--- src/rtl/qsc_pkg.sv ---
package qsc_pkg;
  localparam int QSC_CH = 4;
  localparam int QSC_IW = $clog2(QSC_CH);

  typedef logic [QSC_CH-1:0] qsc_mask_t;
  typedef logic [QSC_IW-1:0] qsc_idx_t;

  // lowest enabled channel, 0 for an empty mask
  function automatic qsc_idx_t qsc_first(qsc_mask_t m);
    qsc_idx_t r = '0;
    for (int i = QSC_CH - 1; i >= 0; i--)
      if (m[i]) r = qsc_idx_t'(i);
    return r;
  endfunction

  // is any channel above cur enabled
  function automatic logic qsc_has_after(qsc_mask_t m, qsc_idx_t cur);
    logic h = 1'b0;
    for (int i = 0; i < QSC_CH; i++)
      if (i > int'(cur) && m[i]) h = 1'b1;
    return h;
  endfunction

  // next enabled channel above cur, wrapping to the lowest
  function automatic qsc_idx_t qsc_after(qsc_mask_t m, qsc_idx_t cur);
    qsc_idx_t r = qsc_first(m);
    logic found = 1'b0;
    for (int i = 0; i < QSC_CH; i++)
      if (!found && i > int'(cur) && m[i]) begin
        r = qsc_idx_t'(i);
        found = 1'b1;
      end
    return r;
  endfunction
endpackage

--- src/rtl/qsc_edge.sv ---
module qsc_edge #(
  parameter int W = 1,
  parameter logic [W-1:0] RST_VAL = '0
) (
  input  logic         clk,
  input  logic         rst_n,
  input  logic [W-1:0] lvl,
  output logic [W-1:0] rise
);
  logic [W-1:0] lvl_q;

  always_ff @(posedge clk or negedge rst_n)
    if (!rst_n) lvl_q <= RST_VAL;
    else        lvl_q <= lvl;

  assign rise = lvl & ~lvl_q;
endmodule

--- src/rtl/qsc_seq.sv ---
module qsc_seq
  import qsc_pkg::*;
#(
  parameter int CONV_CYCLES = 15
) (
  input  logic      clk,
  input  logic      rst_n,
  input  logic      start_rise,
  input  qsc_mask_t mask_in,
  output logic      busy,
  output qsc_mask_t mask_q,
  output qsc_idx_t  cur_ch,
  output logic      accept,
  output logic      store
);
  localparam int CW = (CONV_CYCLES > 1) ? $clog2(CONV_CYCLES) : 1;
  localparam logic [CW-1:0] LAST = CW'(CONV_CYCLES - 1);

  logic [CW-1:0] cnt;
  logic          last;

  assign last   = (cnt == LAST);
  assign accept = !busy && start_rise;
  assign store  = busy && (mask_q != '0) && last;

  always_ff @(posedge clk or negedge rst_n) begin
    if (!rst_n) begin
      busy   <= 1'b0;
      mask_q <= '0;
      cur_ch <= '0;
      cnt    <= '0;
    end else if (!busy) begin
      if (start_rise) begin
        busy   <= 1'b1;
        mask_q <= mask_in;
        cur_ch <= qsc_first(mask_in);
        cnt    <= '0;
      end
    end else if (mask_q == '0) begin
      busy <= 1'b0;
    end else if (last) begin
      cnt <= '0;
      if (qsc_has_after(mask_q, cur_ch)) cur_ch <= qsc_after(mask_q, cur_ch);
      else                               busy   <= 1'b0;
    end else begin
      cnt <= cnt + 1'b1;
    end
  end

  assert_cnt_bound_R3: assert property (@(posedge clk) disable iff (!rst_n)
    busy |-> (int'(cnt) < CONV_CYCLES));
  assert_cur_enabled_R3: assert property (@(posedge clk) disable iff (!rst_n)
    (busy && mask_q != '0) |-> mask_q[cur_ch]);
  assert_ascending_R3: assert property (@(posedge clk) disable iff (!rst_n)
    (busy && $past(busy) && cur_ch != $past(cur_ch)) |-> (cur_ch > $past(cur_ch)));
  assert_mask_hold_R5: assert property (@(posedge clk) disable iff (!rst_n)
    (busy && $past(busy)) |-> $stable(mask_q));
  assert_ignore_start_R11: assert property (@(posedge clk) disable iff (!rst_n)
    (busy && start_rise && mask_q != '0 && !last) |=> (cnt == $past(cnt) + 1'b1));
  assert_zero_pulse_R12: assert property (@(posedge clk) disable iff (!rst_n)
    (busy && mask_q == '0) |=> !busy);
endmodule

--- src/rtl/qsc_results.sv ---
module qsc_results
  import qsc_pkg::*;
#(
  parameter int DW = 14
) (
  input  logic          clk,
  input  logic          rst_n,
  input  logic          store,
  input  qsc_idx_t      cur_ch,
  input  logic [DW-1:0] conv_data,
  input  logic          accept,
  input  qsc_mask_t     mask_in,
  input  qsc_mask_t     mask_q,
  input  logic          rd_adv,
  output logic [DW-1:0] rd_data,
  output logic          first_data
);
  logic [DW-1:0] res [QSC_CH];
  qsc_idx_t      ptr;

  for (genvar g = 0; g < QSC_CH; g++) begin : g_res
    always_ff @(posedge clk or negedge rst_n)
      if (!rst_n)                                res[g] <= '0;
      else if (store && cur_ch == qsc_idx_t'(g)) res[g] <= conv_data;
  end

  always_ff @(posedge clk or negedge rst_n)
    if (!rst_n)      ptr <= '0;
    else if (accept) ptr <= qsc_first(mask_in);
    else if (rd_adv) ptr <= qsc_after(mask_q, ptr);

  assign rd_data    = res[ptr];
  assign first_data = (ptr == qsc_first(mask_q));

  assert_ptr_enabled_R9: assert property (@(posedge clk) disable iff (!rst_n)
    (mask_q != '0) |-> mask_q[ptr]);
  assert_ptr_restart_R10: assert property (@(posedge clk) disable iff (!rst_n)
    $past(accept) |-> first_data);
  assert_hold_unread_R8: assert property (@(posedge clk) disable iff (!rst_n)
    (!$past(store) && !$past(rd_adv) && !$past(accept)) |-> $stable(rd_data));
endmodule

--- src/rtl/quad_seq_ctrl.sv ---
module quad_seq_ctrl
  import qsc_pkg::*;
#(
  parameter int DW          = 14,
  parameter int CONV_CYCLES = 15
) (
  input  logic          clk,
  input  logic          rst_n,
  input  logic          conv_start,
  input  logic          src_is_reg,
  input  logic [3:0]    pin_sel,
  input  logic          cs_n,
  input  logic          rd_n,
  input  logic          wr_n,
  input  logic [3:0]    bus_din,
  input  logic [DW-1:0] conv_data,
  output logic [1:0]    conv_ch,
  output logic          busy,
  output logic          first_data,
  output logic [DW-1:0] dout,
  output logic          dout_oe
);
  logic [2:0]    rises;
  logic          start_rise, rd_rise, wr_rise;
  logic          wr_load, rd_adv, accept, store;
  qsc_mask_t     chan_reg, mask_in, mask_q;
  qsc_idx_t      cur_ch;
  logic [DW-1:0] rd_data;

  // bit 0 start, bit 1 read strobe, bit 2 write strobe (strobes idle high)
  qsc_edge #(.W(3), .RST_VAL(3'b110)) u_edge (
    .clk (clk), .rst_n (rst_n),
    .lvl ({wr_n, rd_n, conv_start}),
    .rise(rises)
  );
  assign start_rise = rises[0];
  assign rd_rise    = rises[1];
  assign wr_rise    = rises[2];

  assign wr_load = wr_rise && !cs_n && rd_n;
  assign rd_adv  = rd_rise && !cs_n;

  always_ff @(posedge clk or negedge rst_n)
    if (!rst_n)       chan_reg <= '0;
    else if (wr_load) chan_reg <= bus_din[QSC_CH-1:0];

  assign mask_in = src_is_reg ? chan_reg : pin_sel[QSC_CH-1:0];

  qsc_seq #(.CONV_CYCLES(CONV_CYCLES)) u_seq (
    .clk (clk), .rst_n (rst_n),
    .start_rise (start_rise), .mask_in (mask_in),
    .busy (busy), .mask_q (mask_q), .cur_ch (cur_ch),
    .accept (accept), .store (store)
  );

  qsc_results #(.DW(DW)) u_res (
    .clk (clk), .rst_n (rst_n),
    .store (store), .cur_ch (cur_ch), .conv_data (conv_data),
    .accept (accept), .mask_in (mask_in), .mask_q (mask_q),
    .rd_adv (rd_adv), .rd_data (rd_data), .first_data (first_data)
  );

  assign conv_ch = 2'(cur_ch);
  assign dout_oe = !cs_n && !rd_n;
  assign dout    = dout_oe ? rd_data : '0;

  assert_busy_cause_R2: assert property (@(posedge clk) disable iff (!rst_n)
    $rose(busy) |-> $past(start_rise));
  assert_reg_hold_R6: assert property (@(posedge clk) disable iff (!rst_n)
    !(wr_rise && !cs_n && rd_n) |=> $stable(chan_reg));
endmodule

--- config.mk ---
export PLATFORM = sky130hd
export DESIGN_NAME = quad_seq_ctrl
export DESIGN_NICKNAME = d
export VERILOG_FILES = /design/src/rtl/qsc_pkg.sv /design/src/rtl/qsc_edge.sv /design/src/rtl/qsc_seq.sv /design/src/rtl/qsc_results.sv /design/src/rtl/quad_seq_ctrl.sv
export SDC_FILE = /design/constraint.sdc
export NUM_CORES = 1
export LEC_CHECK = 0
export ABC_AREA = 1
export BUFFER_PORTS_ARGS = -buffer_cell sky130_fd_sc_hd__buf_2
export CORE_ASPECT_RATIO = 1.4
export CORE_MARGIN = 2
export CORE_UTILIZATION = 25
export DETAILED_ROUTE_END_ITERATION = 10
export PLACE_DENSITY = 0.47
export SYNTH_ARGS = -nofsm -noshare
export SYNTH_HDL_FRONTEND = slang
export SYNTH_SLANG_ARGS = --single-unit
--- constraint.sdc ---
create_clock -name clk -period 2.55 [get_ports clk]
set_input_delay 0.765 -clock clk [delete_from_list [all_inputs] [get_ports clk]]
set_output_delay 0.765 -clock clk [all_outputs]
set_load 0.02 [all_outputs]
==> impl_metrics.csv <==
group,metric,value,unit
run_status,status,"completed",
worst_setup_path,end_kind,"output port",
cells_and_area,stdcell_area,4600,sq um
synth,ys_seq_elements,76,
placed_design,place_congestion,0.729,
cells_and_area,antenna_cells,0,
detailed_routing,wirelength,9500,um
cells_and_area,area_delta_synth_final,19.8,%
sta,tightest_slew,0.484,ns
sta,period_share,94.8,%
die,initial_utilization,25.5,%
global_routing,grt_pass1_vias,3065,
run,drv_cap,0,
clocking,numCtsBuffers,9,
synth,synth_cell_types,33,
pwr,totalPowerFinal,4060,uW
placed_design,dpl_worst_slack,0.133,ns
die,rows,53,
clocking,clk_path_buf_depth,2,
global_routing,grt_pass1_wl,15700,um
die,pin_count,48,
detailed_routing,wl_per_cell,13.7,um
worst_setup_path,critPathRequiredTime,1.79,ns
cells_and_area,nNetsFinal,529,
synth,synth.area.top_cells,"dfrtp_1, nand2_1, o21ai_2",
synth,yosysTopAreaCellShare,48.2,%
clocking,cts_num_sinks,76,
sta,maxSlewViolCount,0,
synth,syn_area_per_cell,8.66,sq um
worst_setup_path,worstSetupPathType,"reg2out",
clocking,clkTransAtPathRegs,0.06,ns
sta,skew,0.00483,ns
pwr,power_leakage,0.00226,uW
sta,finalSetupTns,0,ns
global_routing,grtUsageTotal,12.6,%
cells_and_area,largest-register,"u_res.res",
sta,final.min_clock_period,2.42,ns
hold_path,hold_class,"in2async",
cells_and_area,utilization,30.6,%
synth,ys.warnings.count,0,
die,die_w,109,um
detailed_routing,ant_nets,0,
die,die_h,151,um
synth,syn-instance-count,444,
detailed_routing,drcViolationCount,0,
pwr,pwr_density_cell,883,nW/um^2
global_routing,antenna_found_initial,0,
cells_and_area,drive_gt1_share,26.9,%
synth,yosysSeqAreaShare,49.5,%
detailed_routing,vias,3037,
clocking,clk_latency,0.33,ns
clocking,cts_tree,"done",
synth,synth.net_count,475,
pwr,internal-power,2520,uW
global_routing,overflow,0,
sta,hold_viol,0,
worst_setup_path,critPathArrivalTime,1.65,ns
sta,rsz0062_at_grt,"no",
cells_and_area,largest_reg_flops,56,
die,fp.dieArea,16400,sq um
clocking,holdBufCountCts,0,
worst_setup_path,worstPathMaxFanout,8,
sta,setup_violations,0,
pwr,share_comb_of_total_power,34.6,%
die,core-area,15100,sq um
pwr,swShare,38.1,%
pwr,p_switching,1550,uW
pwr,p_seq_share,36.3,%
synth,synth_area_leader_cell,"dfrtp_1",
pwr,clkPwrFrac,29.1,%
sta,slew_headroom,67.7,%
sta,fmax,414,MHz
global_routing,grt_max_degree,44,
detailed_routing,initialDrtViolationCount,105,
clocking,cts_root_buffer,"clkbuf_16",
sta,layout_setup_ws,0.132,ns
clocking,h-tree-depth,3,
placed_design,post_dp_cell_area,4290,sq um
placed_design,io_buffers,47,
detailed_routing,firstDrtPassIters,4,
detailed_routing,via_per_inst,4.38,
pwr,ir_worst_vdd,0.344,mV
placed_design,place.detailed.hpwl,6900,um
synth,syn_area,3840,sq um
worst_setup_path,start_kind,"register",
through the flow:
step / cells / hold slack (ns)
finish: 694 / 0.397
global route: 694 / 0.428
CTS: 692 / 0.405
detailed placement: 677 / 0.463
global placement: 677 / 0.459
floorplan: 444 / 0.450
cell usage after synthesis, drive strengths merged:
library cell  number
nand2            125
o21ai             80
dfrtp             74
nor2              44
inv               39
nand3             18
a21oi             15
buf               14
a22oi              9
a31oi              5
clkbuf             4
nor3               3
dfstp              2
ha                 2
mux2               2
nand3b             2
nand4              2
xor2               2
clkinv             1
o211ai             1
power by group through the flow:
stage	clock network (uW)	registers, uW	logic (uW)
floorplan	0	1430	987
global placement	0	1490	1380
detailed placement	0	1500	1390
CTS	1220	1480	1390
global route	1260	1500	1590
finish	1180	1480	1410
layout make-up:
| class | count | area (sq um) |
|---|---|---|
| Tap cell | 192 | 240 |
| Sequential cell | 76 | 1910 |
| Multi-Input combinational cell | 310 | 1660 |
| Inverter | 40 | 156 |
| Fill cell | 1598 | 10500 |
| Clock buffer | 11 | 253 |
| Timing Repair Buffer | 61 | 360 |
| Clock inverter | 4 | 25.0 |
per-layer routing:
| metal | up-vias | GRT usage [%] | part of all wire (%) |
|---|---|---|---|
| met5 | - | 0 | 0 |
| met2 | 45 | 22.5 | 53 |
| li1 | 1560 | - | - |
| met4 | 0 | 5.00 | 1.7 |
| met3 | 12 | 2.29 | 3.7 |
| met1 | 1420 | 14.6 | 42 |
cell usage in the layout, fill, tap and decap left out, types with 4 or more instances in the layout:
cell       netlist  routed
buf_4            1      16
a31oi_1          5       4
o21ai_1         28      30
a21oi_1         15      14
a22oi_1          9       9
dfrtp_1         74      72
nor2_1          42      41
o21ai_2         28      28
buf_2            4      44
nand2_2          7       7
nand3_1         13      13
o21ai_0         24      22
nand2_4          4       4
nand2_1        114     114
inv_1           38      36
clkbuf_16        0       9
final timing paths:
kind                                            from                         to  slack (ns)  cells after the start
setup / recovery            u_res.ptr[1]$_DFFE_PN0P_                    dout[0]        0.13                      6
hold / removal                                 rst_n    chan_reg[2]$_DFFE_PN0P_        0.40                      1
setup reg to reg            u_seq.cnt[0]$_DFFE_PN0P_   u_res.res[8]$_DFFE_PN0P_        0.72                      7
hold reg to reg            u_res.res[33]$_DFFE_PN0P_  u_res.res[33]$_DFFE_PN0P_        0.48                      2
max in group asynchronous                      rst_n   u_res.ptr[0]$_DFFE_PN0P_        1.53                      2
min in group clk           u_res.res[33]$_DFFE_PN0P_  u_res.res[33]$_DFFE_PN0P_        0.48                      2
logic make-up (layout without fill, tap and decap cells):
family	after synthesis	count (layout)	share of synthesized area, %
adder cells (fa/ha/maj)	2	2	0.651
AO/OA/AOI/OAI	110	110	17.9
AND/OR/NAND/NOR	194	194	23.2
buffers and inverters	58	116	7.68
multiplexers	2	2	0.586
flip-flops	76	76	49.5
XOR/XNOR	2	2	0.456
timing repair:
action,4_1_cts,5_1_grt
setup endpoints to repair,13,15
gates cloned,0,0
resized for setup,2,10
setup buffers,0,2
worst max-delay path, cell delays in order (launching register included):
cell,delay (ns)
dfrtp_2,0.46
inv_1,0.18
nor2_4,0.06
buf_4,0.16
a22oi_1,0.20
a21oi_2,0.10
buf_4,0.17
Power figures use the tool's default switching activity.
